<file path="src/rtl/autopart_pkg.sv">
package autopart_pkg;

    typedef enum logic {
        PORT_LINKED   = 1'b0,
        PORT_ISOLATED = 1'b1
    } port_state_e;

endpackage

</file>
<file path="src/rtl/autopart_colrun.sv">
module autopart_colrun #(
    parameter int LIM_LO = 32,
    parameter int LIM_HI = 64
) (
    input  logic clk,
    input  logic rst_n,
    input  logic pkt_end,
    input  logic pkt_col,
    input  logic hold_clear,
    input  logic lim_sel,
    output logic trip
);
    localparam int CW = $clog2(LIM_HI + 1);

    typedef struct packed {
        logic [CW-1:0] run;
    } run_s;

    run_s cur_q, nxt_d;
    logic [CW:0] inc;
    logic [CW:0] lim;

    always_comb begin
        nxt_d = cur_q;
        trip  = 1'b0;
        inc   = {1'b0, cur_q.run} + 1'b1;
        lim   = lim_sel ? (CW+1)'(LIM_HI) : (CW+1)'(LIM_LO);
        if (hold_clear) begin
            nxt_d.run = '0;
        end else if (pkt_end) begin
            if (pkt_col) begin
                if (inc >= lim) begin
                    trip      = 1'b1;
                    nxt_d.run = '0;
                end else begin
                    nxt_d.run = inc[CW-1:0];
                end
            end else begin
                nxt_d.run = '0;
            end
        end
    end

    always_ff @(posedge clk or negedge rst_n) begin
        if (!rst_n) cur_q <= '0;
        else        cur_q <= nxt_d;
    end

endmodule

</file>
<file path="src/rtl/autopart_txmeter.sv">
module autopart_txmeter #(
    parameter int MIN_NIB = 128
) (
    input  logic clk,
    input  logic rst_n,
    input  logic meter_en,
    input  logic tx_active,
    input  logic tx_col,
    output logic clean_done
);
    localparam int LW = $clog2(MIN_NIB + 1);

    typedef struct packed {
        logic [LW-1:0] len;
        logic          hit;
        logic          busy;
    } meter_s;

    meter_s cur_q, nxt_d;

    always_comb begin
        nxt_d      = cur_q;
        clean_done = 1'b0;
        if (tx_active) begin
            nxt_d.busy = 1'b1;
            if (meter_en && (cur_q.len < LW'(MIN_NIB))) begin
                nxt_d.len = cur_q.len + 1'b1;
            end
            if (tx_col) begin
                nxt_d.hit = 1'b1;
            end
        end else begin
            if (cur_q.busy) begin
                clean_done = meter_en && !cur_q.hit && (cur_q.len >= LW'(MIN_NIB));
            end
            nxt_d = '0;
        end
    end

    always_ff @(posedge clk or negedge rst_n) begin
        if (!rst_n) cur_q <= '0;
        else        cur_q <= nxt_d;
    end

endmodule

</file>
<file path="src/rtl/autopart_state.sv">
module autopart_state
    import autopart_pkg::*;
(
    input  logic clk,
    input  logic rst_n,
    input  logic disable_in,
    input  logic trip,
    input  logic reconnect,
    output logic isolated
);
    typedef struct packed {
        port_state_e st;
    } st_s;

    st_s cur_q, nxt_d;

    always_comb begin
        nxt_d = cur_q;
        if (disable_in) begin
            nxt_d.st = PORT_LINKED;
        end else begin
            case (cur_q.st)
                PORT_LINKED:   if (trip)      nxt_d.st = PORT_ISOLATED;
                PORT_ISOLATED: if (reconnect) nxt_d.st = PORT_LINKED;
                default:                      nxt_d.st = PORT_LINKED;
            endcase
        end
    end

    always_ff @(posedge clk or negedge rst_n) begin
        if (!rst_n) cur_q <= '{st: PORT_LINKED};
        else        cur_q <= nxt_d;
    end

    assign isolated = (cur_q.st == PORT_ISOLATED);

endmodule

</file>
<file path="src/rtl/autopart_top.sv">
module autopart_top #(
    parameter int LIM_LO  = 32,
    parameter int LIM_HI  = 64,
    parameter int MIN_NIB = 128
) (
    input  logic clk,
    input  logic rst_n,
    input  logic rx_pkt_end,
    input  logic rx_pkt_col,
    input  logic tx_active,
    input  logic tx_col,
    input  logic lim_sel,
    input  logic part_dis,
    output logic partitioned,
    output logic rx_enable
);
    logic isolated;
    logic trip;
    logic clean_done;

    autopart_colrun #(
        .LIM_LO (LIM_LO),
        .LIM_HI (LIM_HI)
    ) i_colrun (
        .clk        (clk),
        .rst_n      (rst_n),
        .pkt_end    (rx_pkt_end),
        .pkt_col    (rx_pkt_col),
        .hold_clear (part_dis | isolated),
        .lim_sel    (lim_sel),
        .trip       (trip)
    );

    autopart_txmeter #(
        .MIN_NIB (MIN_NIB)
    ) i_txmeter (
        .clk        (clk),
        .rst_n      (rst_n),
        .meter_en   (isolated),
        .tx_active  (tx_active),
        .tx_col     (tx_col),
        .clean_done (clean_done)
    );

    autopart_state i_state (
        .clk        (clk),
        .rst_n      (rst_n),
        .disable_in (part_dis),
        .trip       (trip),
        .reconnect  (clean_done),
        .isolated   (isolated)
    );

    assign partitioned = isolated;
    assign rx_enable   = ~isolated;

endmodule

</file>
<file path="config.mk">
export PLATFORM = sky130hd
export DESIGN_NAME = autopart_top
export DESIGN_NICKNAME = d
export VERILOG_FILES = /design/src/rtl/autopart_pkg.sv /design/src/rtl/autopart_colrun.sv /design/src/rtl/autopart_txmeter.sv /design/src/rtl/autopart_state.sv /design/src/rtl/autopart_top.sv
export SDC_FILE = /design/constraint.sdc
export NUM_CORES = 1
export LEC_CHECK = 0
export ABC_CLOCK_PERIOD_IN_PS = 2400
export BUFFER_PORTS_ARGS = -buffer_cell sky130_fd_sc_hd__buf_4
export CORE_MARGIN = 5
export CORE_UTILIZATION = 51
export DETAILED_ROUTE_END_ITERATION = 7
export GPL_TIMING_DRIVEN = 0
export PLACE_DENSITY = 0.7
export SYNTH_ARGS = -nofsm -noshare
export SYNTH_HDL_FRONTEND = slang
export SYNTH_SLANG_ARGS = --single-unit
</file>
<file path="constraint.sdc">
create_clock -name clk -period 2.4 [get_ports clk]
set_input_delay 0.24 -clock clk [delete_from_list [all_inputs] [get_ports clk]]
set_output_delay 0.24 -clock clk [all_outputs]
set_load 0.03 [all_outputs]
</file>
==> impl_metrics.toml, run 1 <==
[timing]
setup_ws_ns = 0.1200
clock.fmax_mhz = 438.6
report.final.slew_viol_count = 0
finalHoldViolCount = 0
relSlewSlack_pct = 47.25
period_minus_slack_ns = 2.280
finClkSkew_ns = 0.005028
finalSetupViolCount = 0
worst_pin_slew_ns = 0.7852
timing.final.crit_share_pct = 95.00

[worst_setup_path]
cp-startpoint = "i_colrun.cur_q[1]"
critical_path.endpoint_type = "register"
cp.arrival_ns = 2.46
worstSetupPathType = "register to register"
required_ns = 2.58
crit_fanout = 5
r2r_slack_ns = 0.12
reg2reg_from = "i_colrun.cur_q[1]"
start_kind = "register"
r2r-end = "i_state.isolated"
ff2ff_path_depth = 10

[global_routing]
antenna_found_initial = 0
grt_pass1_vias = 699
grt_use_total_pct = 13.64
grt_max_degree = 19
grt_pass1_wl_um = 2904
overflow = 0

[route]
firstDrtPassIters = 4
drt_iter0_drc = 6
wl_per_cell_um = 12.86
post-route-drc-count = 0
ant_nets = 0
wirelength_um = 1878
vias = 801
viasPerCell = 5.486

[logic_synthesis]
async_flop_share_pct = 100.0
ys.flop_type = "dfrtp_1"
synth.distinct_cells = 33
syn_area_per_cell_um2 = 10.33
syn_nets = 112
synth_area_mm2 = 0.001022
synth_edf_count = 0
ys_warn_count = 0
yosysSeqAreaShare_pct = 44.06
syn_inst = 99
yosys_register_bits = 18

[status]
run_status = "complete, no violations"

[placed_design]
placed_area_mm2 = 0.001124
dpl.hpwl_um = 1265
dp_slack_ns = -0.1485
gp_congestion = 0.7451
port_buffers = 9

[floorplanning]
die_w_um = 54.77
ios = 10
coreArea_mm2 = 0.001942
die_h_um = 54.77
initial_utilization_pct = 52.64
die_area_mm2 = 0.003000
rows = 16

[cells_and_area]
num_antenna_cells = 0
syn2layout_area_growth_pct = 21.30
n_fill_cell = 166
drive_above_1_share_pct = 25.21
final_area_mm2 = 0.001240
fin_nets = 133

[clock_tree]
cts_htree_levels = 1
cts-buffers-inserted = 3
cts.sinks = 18
clk_latency_ns = 0.29
path_clk_slew_ns = 0.10
cts_tree = "yes"
cts_buffer_depth = 2
cts-root-buf = "clkbuf_4"

[hold_path]
holdPathEnd = "i_txmeter.cur_q[0]"
hold_start = "tx_active"
hp-class = "input port to register"
hold_depth = 1

[power_and_ir_drop]
vdd_drop_max_v = 0.0004107
power_per_cell_area_mw_per_mm2 = 439.4
leakage_uw = 0.0005795
power.total_uw = 544.8

[run]
drv_cap = 0
==> worst max-delay path, stage by stage, from the launching register on <==
cell      delay, ns
dfrtp_1        0.46
ha_4           0.19
nand3_2        0.10
nor2_2         0.13
xor2_1         0.20
ha_1           0.27
nor2b_1        0.16
a311oi_4       0.25
buf_4          0.19
a21boi_1       0.06
o21ba_1        0.16
==> placed cells by master (no fill, tap or decap), types with 3 or more instances in the layout <==
cell	n
nand4_1	5
inv_1	7
nor2_1	4
nand2_1	6
and2_1	7
nor2b_1	3
dfrtp_1	17
clkbuf_4	3
buf_4	14
and3_1	3
xnor2_1	7
nand3_1	5
ha_1	4
==> flip-flops by register name, summed over array words and instances (netlist names) <==
name,cells
i_state.isolated,1
i_colrun.cur_q,7
i_txmeter.cur_q,10
==> Yosys cell counts (all sizes together), types with 2 or more instances <==
cell type	n	area [um^2]
a31oi	2	12.51
and2	7	43.79
and3	5	41.29
buf	2	10.01
dfrtp	18	450.4
ha	5	62.56
inv	7	26.28
mux2i	2	20.02
nand2	6	22.52
nand3	6	30.03
nand4	5	31.28
nor2	5	18.77
nor2b	3	18.77
nor3	2	15.01
o21ai	2	10.01
xnor2	7	61.31
==> what timing repair did <==
item,CTS,global route
hold endpoints to repair,18,0
endpoints found under the setup margin,8,8
resized for setup,1,6
buffers inserted,1,4
cloned,0,1
hold buffers,1,0
pin swaps,1,4
==> routing by layer <==
metal / part of all wire (%) / vias to the layer above / routed length, um / track usage (%)
met4: 0.37 / 0 / 7 / 6.224
met2: 53 / 10 / 994 / 23.62
met1: 45 / 393 / 841 / 15.65
li1: - / 396 / - / -
met5: 0 / - / 0 / 0
met3: 1.8 / 2 / 34 / 3.270
==> area by class of cell <==
class,instances,area (um^2),area share (%)
Buffer,2,10.01,0.8073
Clock buffer,4,36.28,2.926
Inverter,7,26.28,2.119
Multi-Input combinational cell,72,555.5,44.80
Sequential cell,18,451.7,36.43
Tap cell,27,33.78,2.725
Timing Repair Buffer,16,126.4,10.19
==> power breakdown <==
group	switching (uW)	internal, uW	leakage, uW	total, uW
Clock	89.5	92.3	0.0000210	182
Sequential	3.98	307	0.000246	311
Combinational	26.7	25.1	0.000313	51.9
==> cells by family (layout without fill, tap and decap cells) <==
| logic type | after synthesis | count (layout) | synth area share, % |
|---|---|---|---|
| fa+ha+maj | 5 | 5 | 6.120 |
| mux | 2 | 2 | 1.958 |
| flops | 18 | 18 | 44.06 |
| xor+xnor | 8 | 8 | 6.855 |
| compound gates | 17 | 17 | 14.81 |
| buf+inv | 9 | 29 | 3.550 |
| simple gates | 40 | 40 | 22.64 |
==> stage by stage <==
stage	instances	hold slack (ns)	TNS, ns	utilization, %
after global placement	135	0.1234	-0.7283	57.86
after global routing	146	0.1078	-0.3636	63.85
final	146	0.1279	0	63.85
after CTS	141	0.1160	0	60.70
after floorplan	99	-0.05559	0	-
after detailed placement	135	0.1240	-0.9168	57.86
==> how the worst max path moves through the flow <==
| stage | to | slack (ns) | cells past startpoint |
|---|---|---|---|
| CTS | i_colrun.cur_q[5] | 0.003 | 10 |
| floorplan | i_colrun.cur_q[6] | 0.15 | 9 |
| global placement | i_colrun.cur_q[6] | -0.12 | 9 |
| detailed placement | i_colrun.cur_q[5] | -0.15 | 9 |
| finish | i_state.isolated | 0.12 | 10 |
| global route | i_colrun.cur_q[5] | -0.07 | 10 |
No activity file was read; power rests on OpenSTA's default activity.
==> inputs of run 2 (changes only) <==
--- a/config.mk
+++ b/config.mk
@@ -8,10 +8,11 @@
 export ABC_CLOCK_PERIOD_IN_PS = 2400
 export BUFFER_PORTS_ARGS = -buffer_cell sky130_fd_sc_hd__buf_4
 export CORE_MARGIN = 5
-export CORE_UTILIZATION = 51
+export CORE_UTILIZATION = 52
+export CTS_BUF_LIST = sky130_fd_sc_hd__clkbuf_4
 export DETAILED_ROUTE_END_ITERATION = 7
 export GPL_TIMING_DRIVEN = 0
-export PLACE_DENSITY = 0.7
+export PLACE_DENSITY = 0.71
 export SYNTH_ARGS = -nofsm -noshare
 export SYNTH_HDL_FRONTEND = slang
 export SYNTH_SLANG_ARGS = --single-unit
==> run 2 against run 1 <==
Die area down 1.6%. Sequential power is essentially flat. Utilization hardly changed. Via count decreased by 0.87%. Clock skew decreased by 0.0010 ns. Hold slack got worse by 0.010 ns. Register-to-register slack worse by 0.04 ns. Fmax down 1.6%. Cell area shrank 1.0%. Highest routed layer unchanged. Largest power group unchanged.
==> impl_metrics.toml, run 2 (synthesized netlist as in run 1, its figures left out) <==
[status]
run_status = "complete, no violations"

[timing]
worst_pin_slew_ns = 0.8418
setup_ws_ns = 0.08293
clock.fmax_mhz = 431.6
finalHoldViolCount = 0
report.final.slew_viol_count = 0
setup-tns-final_ns = 0
period_minus_slack_ns = 2.317
relSlewSlack_pct = 43.45
timing.final.crit_share_pct = 96.54
finalSetupViolCount = 0
finClkSkew_ns = 0.004012

[power_and_ir_drop]
seqPwrFrac_pct = 59.5
pwr-share-clk_pct = 30.2
power_per_cell_area_mw_per_mm2 = 425.6
leakage_uw = 0.0005722
switching_share_pct = 24.69
power.total_uw = 522.3
p_sw_uw = 129.0
comb_power_share_pct = 10.4
internal-power_uw = 393.4
vdd_drop_max_v = 0.0003456

[global_routing]
grt_use_total_pct = 14.93
antenna_found_initial = 0
grt_max_degree = 19
overflow = 0
grt_pass1_wl_um = 3153
grt_pass1_vias = 758

[cells_and_area]
layout_common_cells = "dfrtp_1, buf_4, inv_1, xnor2_1, and2_1"
fin_nets = 133
largest_register = "i_txmeter.cur_q"
drive_above_1_share_pct = 24.37
num_antenna_cells = 0
largest_reg_flops = 10
n_fill_cell = 179
syn2layout_area_growth_pct = 20.07
layout_commonest_cell = "dfrtp_1"

[worst_setup_path]
reg2reg_from = "i_colrun.cur_q[0]"
cp-startpoint = "i_colrun.cur_q[0]"
worst-path-buf-inv = 1
required_ns = 2.61
crit_end = "i_colrun.cur_q[2]"
critPathTopFamily = "simple AND/OR/NAND/NOR gates"
crit_chain = "ha_4, nand3_2, nor2_2, xor2_1, ha_1, nor2b_1, a311oi_4, buf_2, nand3_1, mux2i_1"
ff2ff_path_depth = 10
start_kind = "register"
critical_path.endpoint_type = "register"
critPathSlowestCell = "dfrtp_2"
crit_fanout = 4
path_depth = 10
worstSetupPathType = "register to register"
r2r-end = "i_colrun.cur_q[2]"
cp.arrival_ns = 2.53
r2r_slack_ns = 0.08
cp_slowest_stage_delay_ns = 0.43

[clock_tree]
cts.sinks = 18
cts-root-buf = "clkbuf_4"
cts_tree = "yes"
cts_buffer_depth = 2
path_clk_slew_ns = 0.11
cts-buffers-inserted = 3
clk_latency_ns = 0.29
cts_htree_levels = 1

[floorplanning]
die_h_um = 54.34
rows = 16
die_area_mm2 = 0.002952
die_w_um = 54.34
ios = 10
coreArea_mm2 = 0.001922
initial_utilization_pct = 53.19

[route]
viasPerCell = 5.438
post-route-drc-count = 0
wirelength_um = 1992
ant_nets = 0
drt_iter0_drc = 16
firstDrtPassIters = 4
wl_per_cell_um = 13.64
vias = 794

[placed_design]
port_buffers = 9
dpl.hpwl_um = 1319
gp_congestion = 0.8239
dp_slack_ns = -0.1382

[run]
drv_cap = 0

[hold_path]
hold_depth = 1
hp-class = "input port to register"
run 2: changes by cell type in the layout (fill, tap and decap cells not counted), sizes merged:
cell    change
clkinv      +1
clkbuf      -1
run 2: worst min path at each step:
stage / from / end / slack, ns
finish: tx_active / i_txmeter.cur_q[0] / 0.12
global route: tx_active / i_txmeter.cur_q[0] / 0.11
CTS: tx_active / i_txmeter.cur_q[0] / 0.12
detailed placement: rst_n / i_txmeter.cur_q[7] / 0.12
global placement: rst_n / i_txmeter.cur_q[7] / 0.12
floorplan: rst_n / i_colrun.cur_q[0] / -0.06
run 2: per-layer routing:
metal / up-vias / track usage (%) / routed length, um
li1: 393 / - / -
met1: 375 / 20.93 / 937
met2: 22 / 22.31 / 928
met3: 4 / 3.815 / 97
met4: 0 / 4.979 / 29
met5: - / 0 / 0
run 2: layout make-up:
type | count | area [um^2] | share of cell area, %
Clock buffer | 3 | 22.52 | 1.835
Timing Repair Buffer | 16 | 123.9 | 10.09
Multi-Input combinational cell | 72 | 555.5 | 45.26
Clock inverter | 1 | 3.754 | 0.3058
Inverter | 7 | 26.28 | 2.141
Sequential cell | 18 | 451.7 | 36.80
Tap cell | 27 | 33.78 | 2.752
Buffer | 2 | 10.01 | 0.8155
run 2: repair_timing:
item                       CTS  global route
pin swaps                    1             1
hold buffers                 1             0
setup buffers                2             3
hold endpoints to repair    18             0
cloned                       0             1
setup endpoints to repair    8             7
resized for setup            2             4
run 2: per-stage QoR:
stage	util [%]	hold WS (ns)	area [um^2]	cells
floorplan	-	-0.05559	1022	99
global placement	58.46	0.1239	1124	135
detailed placement	58.46	0.1238	1124	135
CTS	61.33	0.1186	1179	142
global route	63.87	0.1088	1227	146
finish	63.87	0.1175	1227	146
run 2: worst register-to-register path: stages, from the launching register on:
cell and delay, ns:
dfrtp_2 0.43, ha_4 0.18, nand3_2 0.11, nor2_2 0.12, xor2_1 0.21, ha_1 0.28, nor2b_1 0.16, a311oi_4 0.25
buf_2 0.21, nand3_1 0.10, mux2i_1 0.20
run 2: power by group through the flow:
stage                     combinational, uW  clock (uW)  sequential, uW
final                                  54.2         157             311
after global routing                   59.6         178             311
after CTS                              48.0         163             311
after detailed placement               45.0           0             317
after global placement                 43.7           0             316
after floorplan                        21.7           0             317
==> inputs of run 3 (changes only) <==
--- a/config.mk
+++ b/config.mk
@@ -13,6 +13,7 @@
 export DETAILED_ROUTE_END_ITERATION = 7
 export GPL_TIMING_DRIVEN = 0
 export PLACE_DENSITY = 0.71
+export RECOVER_POWER = 25
 export SYNTH_ARGS = -nofsm -noshare
 export SYNTH_HDL_FRONTEND = slang
 export SYNTH_SLANG_ARGS = --single-unit
==> run 3 against run 2 <==
Clock power about the same. Hold slack better by 0.037 ns. Sequential cell count unchanged. Critical path type unchanged.
==> impl_metrics.toml, run 3 (synthesized netlist as in run 1, its figures left out) <==
[status]
run_status = "complete, no violations"

[worst_setup_path]
worstSetupPathType = "register to register"
crit_fanout = 4
required_ns = 2.61
start_kind = "register"
cp.arrival_ns = 2.53
critical_path.endpoint_type = "register"

[cells_and_area]
n_fill_cell = 181
multi_input_area_um2 = 555.5
largest_register = "i_txmeter.cur_q"
largest_reg_flops = 10
final-seq-area_um2 = 451.7
layout_common_cells = "dfrtp_1, buf_4, inv_1, xnor2_1, and2_1"
final_area_mm2 = 0.001220
fin_util_pct = 63.48
num_antenna_cells = 0
layout_commonest_cell = "dfrtp_1"
fin_nets = 133
drive_above_1_share_pct = 22.69
syn2layout_area_growth_pct = 19.34

[timing]
relSlewSlack_pct = 34.81
finalHoldViolCount = 0
period_minus_slack_ns = 2.317
setup_ws_ns = 0.08293
worst_pin_slew_ns = 0.9779
clock.fmax_mhz = 431.6
setup-tns-final_ns = 0
timing.final.crit_share_pct = 96.54
finClkSkew_ns = 0.004009
report.final.slew_viol_count = 0
finalSetupViolCount = 0
hold_ws_ns = 0.1544

[floorplanning]
initial_utilization_pct = 53.19
die_h_um = 54.34
coreArea_mm2 = 0.001922
die_area_mm2 = 0.002952
rows = 16
ios = 10
die_w_um = 54.34

[placed_design]
port_buffers = 9
dpl.hpwl_um = 1319
dp_slack_ns = -0.1382
placed_area_mm2 = 0.001124
gp_congestion = 0.8239

[route]
post-route-drc-count = 0
viasPerCell = 5.438
vias = 794
ant_nets = 0
wl_per_cell_um = 13.64
drt_iter0_drc = 16
firstDrtPassIters = 4
wirelength_um = 1992

[run]
drv_cap = 0

[clock_tree]
cts_buffer_depth = 2
path_clk_slew_ns = 0.11
clk_latency_ns = 0.29
cts-root-buf = "clkbuf_4"
cts-buffers-inserted = 3
cts_htree_levels = 1
cts.sinks = 18
cts_tree = "yes"

[global_routing]
overflow = 0
grt_pass1_wl_um = 3153
grt_use_total_pct = 14.93
grt_pass1_vias = 758
antenna_found_initial = 0
grt_max_degree = 19

[power_and_ir_drop]
vdd_drop_max_v = 0.0003456
leakage_uw = 0.0005650
power_per_cell_area_mw_per_mm2 = 426.9

[hold_path]
hp-class = "input port to register"
run 3: cell types whose count changed in the layout (fill, tap and decap cells not counted), sizes merged:
| cell | change |
|---|---|
| clkbuf | +2 |
| buf | -2 |
run 3: through the flow:
stage          power, uW  std cells
6_report           520.8        146
5_1_grt            546.9        146
4_1_cts            521.5        142
3_5_place_dp       361.6        135
3_3_place_gp       360.1        135
2_1_floorplan      338.2         99
run 3: worst max-delay path, cell delays in order (launching register included):
cell and delay [ns]:
dfrtp_2 0.43, ha_4 0.18, nand3_2 0.11, nor2_2 0.11
xor2_1 0.21, ha_1 0.27, nor2b_1 0.16, a311oi_4 0.25
buf_2 0.21, nand3_1 0.10, mux2i_1 0.20
run 3: final cells by class:
class | count | share of cell area [%]
multi-input cells | 72 | 45.54
flip-flops and latches | 18 | 37.03
clock inverters | 1 | 0.3077
clock buffers | 3 | 1.846
plain buffers | 2 | 0.8205
repair buffers | 16 | 9.538
inverters | 7 | 2.154
well taps | 27 | 2.769
run 3: repair_timing:
| item | 4_1_cts | 5_1_grt |
|---|---|---|
| hold endpoints to repair | 18 | 0 |
| setup endpoints to repair | 8 | 7 |
| gates cloned | 0 | 1 |
| pin swaps | 1 | 1 |
| hold buffers | 1 | 0 |
| gates resized for setup | 2 | 4 |
| buffers inserted | 2 | 3 |
run 3: worst paths after layout:
kind | from | slack, ns | end | depth (start not counted)
max reg2reg | i_colrun.cur_q[0] | 0.08 | i_colrun.cur_q[2] | 10
max in group asynchronous | rst_n | 1.14 | i_colrun.cur_q[0] | 2
max | i_colrun.cur_q[0] | 0.08 | i_colrun.cur_q[2] | 10
min reg2reg | i_txmeter.cur_q[1] | 0.50 | i_txmeter.cur_q[1] | 1
min in group asynchronous | rst_n | 0.61 | i_colrun.cur_q[6] | 2
min | tx_col | 0.15 | i_txmeter.cur_q[1] | 2
run 3: power by group:
group          switching [uW]  internal (uW)  total (uW)
logic                    28.5           24.2        52.6
registers                3.51            307         311
clock network            97.0           60.5         157
run 3: routing by layer:
layer	GRT usage [%]	up-vias	part of all wire [%]
met5	0	-	0
met4	4.979	0	1.5
met3	3.815	4	4.9
met2	22.31	22	47
met1	20.93	375	47
li1	-	393	-
